$ cat src/rtl/uart_rx_stat.sv
`timescale 1ns/1ps
module uart_rx_stat #(
  parameter int DATA_W = 8,
  parameter int DEPTH  = 3
) (
  input  logic              clk,
  input  logic              rst_n,
  input  logic              tick16,
  input  logic              rxd,
  input  logic              par_en,
  input  logic              par_odd,
  input  logic              cmd_rx_on,
  input  logic              cmd_rx_off,
  input  logic              cmd_clr_err,
  input  logic              cmd_clr_brk,
  input  logic              rd,
  output logic [DATA_W-1:0] rx_data,
  output logic              rx_fe,
  output logic              rx_pe,
  output logic              rx_brk,
  output logic              rdy,
  output logic              full,
  output logic              overrun,
  output logic              brk_chg
);
  localparam int EW = DATA_W + 3;
  localparam int CW = $clog2(DEPTH + 1);
  localparam int BW = (DATA_W > 1) ? $clog2(DATA_W) : 1;

  typedef enum logic [2:0] {S_IDLE, S_START, S_DATA, S_PAR, S_STOP, S_BRK} st_t;

  st_t              st;
  logic             rx_on, pbit, hold_v, hvn, ovf_set;
  logic [3:0]       tcnt;
  logic [BW-1:0]    bidx;
  logic [DATA_W-1:0] shreg;
  logic [EW-1:0]    q [DEPTH];
  logic [EW-1:0]    qn [DEPTH];
  logic [EW-1:0]    hold, hn, new_e;
  logic [CW-1:0]    cnt, cn;
  logic             run, last, done, is_brk, brk_end, pe_bit;

  assign run     = rx_on && tick16 && !cmd_rx_off && !cmd_rx_on;
  assign last    = (tcnt == 4'd15);
  assign done    = run && st == S_STOP && last;
  assign is_brk  = done && !rxd && shreg == '0 && (!par_en || !pbit);
  assign brk_end = run && st == S_BRK && rxd && tcnt == 4'd7;
  assign pe_bit  = par_en && ((^shreg ^ pbit) != par_odd) && !is_brk;
  assign new_e   = {is_brk, !rxd, pe_bit, shreg};

  always_ff @(posedge clk or negedge rst_n) begin
    if (!rst_n) begin
      st <= S_IDLE; rx_on <= 1'b0; tcnt <= '0; bidx <= '0; shreg <= '0; pbit <= 1'b0;
    end else if (cmd_rx_off) begin
      rx_on <= 1'b0; st <= S_IDLE;
    end else if (cmd_rx_on) begin
      rx_on <= 1'b1; st <= S_IDLE; tcnt <= '0;
    end else if (run) begin
      case (st)
        S_IDLE: begin
          tcnt <= '0;
          if (!rxd) st <= S_START;
        end
        S_START: begin
          if (tcnt == 4'd7) begin
            tcnt <= '0; bidx <= '0;
            st <= rxd ? S_IDLE : S_DATA;
          end else tcnt <= tcnt + 4'd1;
        end
        S_DATA: begin
          tcnt <= tcnt + 4'd1;
          if (last) begin
            shreg[bidx] <= rxd;
            if (bidx == BW'(DATA_W - 1)) st <= par_en ? S_PAR : S_STOP;
            else bidx <= bidx + 1'b1;
          end
        end
        S_PAR: begin
          tcnt <= tcnt + 4'd1;
          if (last) begin pbit <= rxd; st <= S_STOP; end
        end
        S_STOP: begin
          tcnt <= tcnt + 4'd1;
          if (last) st <= is_brk ? S_BRK : S_IDLE;
        end
        default: begin
          if (!rxd) tcnt <= '0;
          else if (tcnt == 4'd7) begin tcnt <= '0; st <= S_IDLE; end
          else tcnt <= tcnt + 4'd1;
        end
      endcase
    end
  end

  always_comb begin
    qn = q; cn = cnt; hn = hold; hvn = hold_v; ovf_set = 1'b0;
    if (rd && cnt != '0) begin
      for (int i = 0; i < DEPTH - 1; i++) qn[i] = q[i+1];
      qn[DEPTH-1] = '0;
      cn = cnt - 1'b1;
    end
    if (hvn && cn < CW'(DEPTH)) begin
      for (int i = 0; i < DEPTH; i++) if (CW'(i) == cn) qn[i] = hn;
      cn = cn + 1'b1; hvn = 1'b0;
    end
    if (done) begin
      if (cn < CW'(DEPTH)) begin
        for (int i = 0; i < DEPTH; i++) if (CW'(i) == cn) qn[i] = new_e;
        cn = cn + 1'b1;
      end else begin
        ovf_set = hvn; hn = new_e; hvn = 1'b1;
      end
    end
  end

  always_ff @(posedge clk or negedge rst_n) begin
    if (!rst_n) begin
      for (int i = 0; i < DEPTH; i++) q[i] <= '0;
      cnt <= '0; hold <= '0; hold_v <= 1'b0; overrun <= 1'b0; brk_chg <= 1'b0;
    end else begin
      q <= qn; cnt <= cn; hold <= hn; hold_v <= hvn;
      overrun <= ovf_set | (overrun & !cmd_clr_err);
      brk_chg <= is_brk | brk_end | (brk_chg & !cmd_clr_brk);
    end
  end

  assign {rx_brk, rx_fe, rx_pe, rx_data} = q[0];
  assign rdy  = (cnt != '0);
  assign full = (cnt == CW'(DEPTH));
endmodule

$ cat config.mk
export PLATFORM = sky130hd
export DESIGN_NAME = uart_rx_stat
export DESIGN_NICKNAME = d
export VERILOG_FILES = /design/src/rtl/uart_rx_stat.sv
export SDC_FILE = /design/constraint.sdc
export NUM_CORES = 1
export LEC_CHECK = 0
export ABC_AREA = 0
export ABC_CLOCK_PERIOD_IN_PS = 7300
export CELL_PAD_IN_SITES_DETAIL_PLACEMENT = 0
export CELL_PAD_IN_SITES_GLOBAL_PLACEMENT = 2
export CORE_MARGIN = 2
export CORE_UTILIZATION = 35
export DETAILED_ROUTE_END_ITERATION = 7
export PLACE_DENSITY_LB_ADDON = 0.1
export SLEW_MARGIN = 20
export SYNTH_ARGS = -nofsm -noshare
export SYNTH_HDL_FRONTEND = slang
export SYNTH_SLANG_ARGS = --single-unit
$ cat constraint.sdc
create_clock -name clk -period 7.3 [get_ports clk]
set_input_delay 1.095 -clock clk [delete_from_list [all_inputs] [get_ports clk]]
set_output_delay 1.095 -clock clk [all_outputs]
set_load 0.02 [all_outputs]
* Word level (Yosys, flattened, before mapping)
Cells that the tools add are included.
** Storage, ports and cells
- Flip-flop bits (word level) :: 69
- Memories kept :: 0
- Bits in writable memories :: 0
- ROM bits :: 0
- Word-level logic and storage cells :: 146
- Latch bits :: 0
- Bits of input ports :: 11
** Cells by class
- Muxes and demuxes :: 47
- Bitwise logic cells :: 9
- Equal/unequal tests :: 23
- Shifts and indexed selects :: 0
- $mul :: 0
- Reduce and logical (&&, ||, !) cells :: 44
- Add/subtract/negate cells :: 5
- $lt $le $gt $ge :: 4
- Div/mod/pow operators :: 0
** Operators by type and width (count)
- $mux 33 :: 4
- $mux 11 :: 6
- $mux 3 :: 15
- $ne 4x4->1 const B :: 6
- $logic_and 1x1->1 :: 16
- $mux 4 :: 4
- $pmux 3 s5 :: 1
- $pmux 4 s3 :: 1
- $mux 2 :: 5
- $reduce_and 5->1 :: 2
- $eq 3x3->1 const B :: 3
- $reduce_and 9->1 :: 1
- $bwmux 8 :: 1
- $logic_not 1->1 :: 8
- $logic_not 8->1 :: 1
- $mux 1 :: 8
- $reduce_bool 2->1 :: 4
- $reduce_bool 8->1 :: 1
- $reduce_xor 8->1 :: 1
- $reduce_and 7->1 :: 1
- $reduce_bool 7->1 :: 1
- $eq 3x2->1 const B :: 2
- $ne 2x2->1 const B :: 3
- $pmux 3 s2 :: 1
- 25 further kinds :: 36

* Depth between registers and ports, before layout
- Depth after elaboration :: 14
- Gate-level depth with buffers :: 14
- Mapped depth without buffers :: 11

* Worst setup path before layout
OpenSTA, ideal clock, no wires.
- Kind :: input port to flip-flop
- Start :: input rd
- End :: register hold[2]
- Stages on the path :: 11
- Setup slack :: 3588 ps
- Data required time :: 7175 ps
- Arrival time :: 3587 ps
- Path through :: nor2b_2 > buf_6 > clkbuf_1 > o21ai_0 > inv_1 > ha_1 > nor2b_1 > xnor3_2 > a211oi_4 > buf_6 > mux2_2
** Between the ends
- Cells in the longest elaborated chain, start to end :: 8
- Elaborated cells between the ends (all ways) :: 9
- Those cells by class :: 1 x add/sub; 2 x order compare; 2 x mux; 1 x bitwise; 3 x reduce/logical
** Ends and longest elaborated chain
- start: declaration :: line 16 : input logic rd,
- $logic_and 1x1->1 * :: line 97 : if (rd && cnt != '0) begin
- $mux 2 * :: line 97
- $lt 2x2->1 :: line 102 : if (hvn && cn < CW'(DEPTH)) begin
- $logic_and 1x1->1 :: line 102
- $mux 2 * :: line 102
- $lt 2x2->1 * :: line 107 : if (cn < CW'(DEPTH)) begin
- $not 1->1 (no source line) *
- $reduce_and 2->1 (no source line) *
- end signal: assignment :: line 121 : q <= qn; cnt <= cn; hold <= hn; hold_v <= hvn;
- end: declaration :: line 39 : logic [EW-1:0] hold, hn, new_e;
Every way passes the cells marked *; elsewhere a longest branch is shown, timed or not.
A chain may end at the register's enable or synchronous reset.

==> out/metrics.cfg <==
[logic_synthesis]
postSynth.asyncResetShare=1.00
syn-cell-area_mm2=0.00407
ys_types=51
syn-num-nets=433
syn_area_per_cell_um2=9.95
synth_cells=409
synth_flop_cell=dfrtp_1
yosys_warnings=0
synth_edf_count=0
synth-seq-cells=69
yosysSeqAreaShare=0.424

[critical_path]
cp-start-kind=primary input
worst-path-buf-inv=3
cp_top_family=simple AND/OR/NAND/NOR gates
critPathArrivalTime_ns=4.66
crit_path_max_fanout=26
crit_chain=clkdlybuf4s50_1 -> nor2b_2 -> buf_4 -> o21ai_0 -> inv_1 -> ha_1 -> nor2b_1 -> nand2_1 -> and2_2 -> nor3b_2 -> mux2_2
reg2reg_from=cnt[0]$_DFF_PN0_
crit_required_ns=7.51
rrSetupSlack_ns=3.46
cp-end-kind=flop
r2r-end=q[6]$_DFF_PN0_
slowest_stage=nor3b_2
crit_type=primary input to flop
slowest_delay_ns=0.82
r2r_cells=12

[route]
drc_errors=0
avgViaCountPerCell=5.06
drtAntennaViolNets=0
drt_iter0_markers=167
vias=2866
dr.pass1.iters=4
drt-total-wl_um=9420
wl_per_cell_um=16.6

[power]
p_per_area_mw_per_mm2=216
irDropWorstVdd_v=0.000195
p_leak_uw=0.00218

[global_routing]
overflow=0
grt_pass1_vias=2953
antenna_found_initial=0
grt_max_degree=70
grtUsageTotal=0.161
grt_pass1_wl_um=15700

[sta]
slew_viol_final=0
rsz0062_at_grt=no
timing.max_slew.rel_slack=0.338
finalSetupViolations=0
worstMarginPinSlew_ns=0.989
fmax_mhz=225
min_period_ns=4.45
fin_tns_setup_ns=0
setup_ws_ns=2.85
fin_skew_ns=0.00496
hold_viol_final=0
fin_crit_sh=0.609

[finish]
antenna_cells=0
layout-drive-gt1-share=0.168
fin_area_mm2=0.00463
final-instance-count-excl-fill=566
nNetsFinal=442
areaGrowthSynthToFinish_pct=13.8

[placement]
port_buffers=25
placed_cells=550
pre_cts_slack_ns=2.49
dp_hpwl_um=6170
routabilityCongestion=0.724
placed_cell_area_mm2=0.00434

[min_path]
hold_path_class=flop to flop
hold_depth=2
hp-start=rx_on$_DFFE_PN0N_
holdPathEnd=rx_on$_DFFE_PN0N_

[floorplan]
dieHeight_um=112
ios=26
core_area_mm2=0.0114
initial_core_util=0.358
dieArea_mm2=0.0125
die_w_um=112
num_rows=39

[cts]
clock_path_buffers=2
cts_tree=done
clkLatencyLatePin_ns=0.33
root_buffer=clkbuf_16
numCtsBuffers=9
htree_levels=3
cts.repair.resized=0
postCtsSetupRepairBufs=0
cts_sinks=69
clk_pin_slew_worst_paths_ns=0.06
postCtsHoldBufs=0

[job]
max_cap_violations=0

[run_status]
outcome=completed

cell usage after synthesis (3+ instances only):
library cell   n  share of area
o21ai_0       25          0.031
nand2_1       61          0.056
buf_2          3         0.0037
buf_4          9          0.017
xnor2_1        5          0.011
clkbuf_1      14          0.013
mux2i_1       29          0.071
nand2b_1       4         0.0061
nand3_1       15          0.018
and3_1         7          0.011
a21oi_1       21          0.026
nor2_1        15          0.014
mux2_2        38           0.11
nand3b_1       5         0.0092
inv_1         22          0.020
mux2_4         6          0.022
ha_1          13          0.040
buf_6          4          0.011
dfrtp_1       69           0.42
a21o_1         3         0.0055
per-stage QoR:
step	hold slack, ns	power (uW)	utilization
after floorplan	0.470	524	-
after global placement	0.491	576	0.382
after detailed placement	0.504	573	0.382
after CTS	0.517	1020	0.407
after global routing	0.553	1060	0.407
final	0.504	1000	0.407
cells by family (layout without fill, tap and decap cells):
kind of cell | Yosys count | after routing | synth area share
simple gates | 128 | 128 | 0.152
mux | 74 | 74 | 0.201
flops | 69 | 69 | 0.424
compound gates | 65 | 65 | 0.0968
buf+inv | 52 | 66 | 0.0645
fa+ha+maj | 13 | 13 | 0.0400
xor+xnor | 8 | 8 | 0.0209
power breakdown:
part	internal [uW]	leakage, uW	switching, uW
clock	273	0.000143	164
sequential	389	0.000947	5.83
combinational	67.2	0.00109	104
cells in the final DEF, fill, tap and decap left out, types with 6 or more instances in the layout:
master / Yosys / layout
nand2_1: 61 / 61
and3_1: 7 / 7
clkbuf_16: 0 / 9
nand3_1: 15 / 15
ha_1: 13 / 13
a21oi_1: 21 / 21
mux2_4: 6 / 6
o21ai_0: 25 / 25
dfrtp_1: 69 / 69
nor2_1: 15 / 15
mux2_2: 38 / 38
inv_1: 22 / 22
mux2i_1: 29 / 29
clkdlybuf4s50_1: 0 / 24
worst register-to-register path, delay by kind of cell (launching register included):
| kind | cells | cell delay [ns] |
|---|---|---|
| adders and majority gates | 2 | 0.43 |
| buffers and inverters | 3 | 0.48 |
| AOI/OAI and AO/OA | 1 | 0.42 |
| muxes | 1 | 0.43 |
| DFF | 1 | 0.40 |
| and+or+nand+nor | 5 | 1.58 |
registers in the layout, summed over array words and instances (netlist names), 2 cells and up:
name and cells:
bidx 3, cnt 2, hold 11, q 22, rx_data 8, shreg 8, st 3, tcnt 4
worst max path at each step:
stage                     slack [ns]  cells past startpoint  start             endpoint
final                           2.85                     11     rd       q[6]$_DFF_PN0_
after global routing            2.46                     11     rd       q[0]$_DFF_PN0_
after CTS                       2.83                     11     rd       q[6]$_DFF_PN0_
after detailed placement        2.49                     11     rd       q[6]$_DFF_PN0_
after global placement          2.59                     11     rd       q[2]$_DFF_PN0_
after floorplan                 3.59                     11     rd  hold[2]$_DFFE_PN0P_
area by class of cell:
cell class	count	area (um^2)
Clock buffer	12	246
Inverter	22	82.6
Timing Repair Buffer	28	268
Clock inverter	4	47.5
Tap cell	143	179
Sequential cell	69	1730
Multi-Input combinational cell	288	2080
Fill cell	1122	6740
per-layer routing:
| layer | vias to the layer above | track usage | wire length, um |
|---|---|---|---|
| met1 | 1397 | 0.220 | 4490 |
| met5 | - | 0 | 0 |
| met4 | 0 | 0.0568 | 86 |
| met2 | 39 | 0.259 | 4540 |
| li1 | 1424 | - | - |
| met3 | 6 | 0.0278 | 300 |
(Power assumes the default switching activity.)
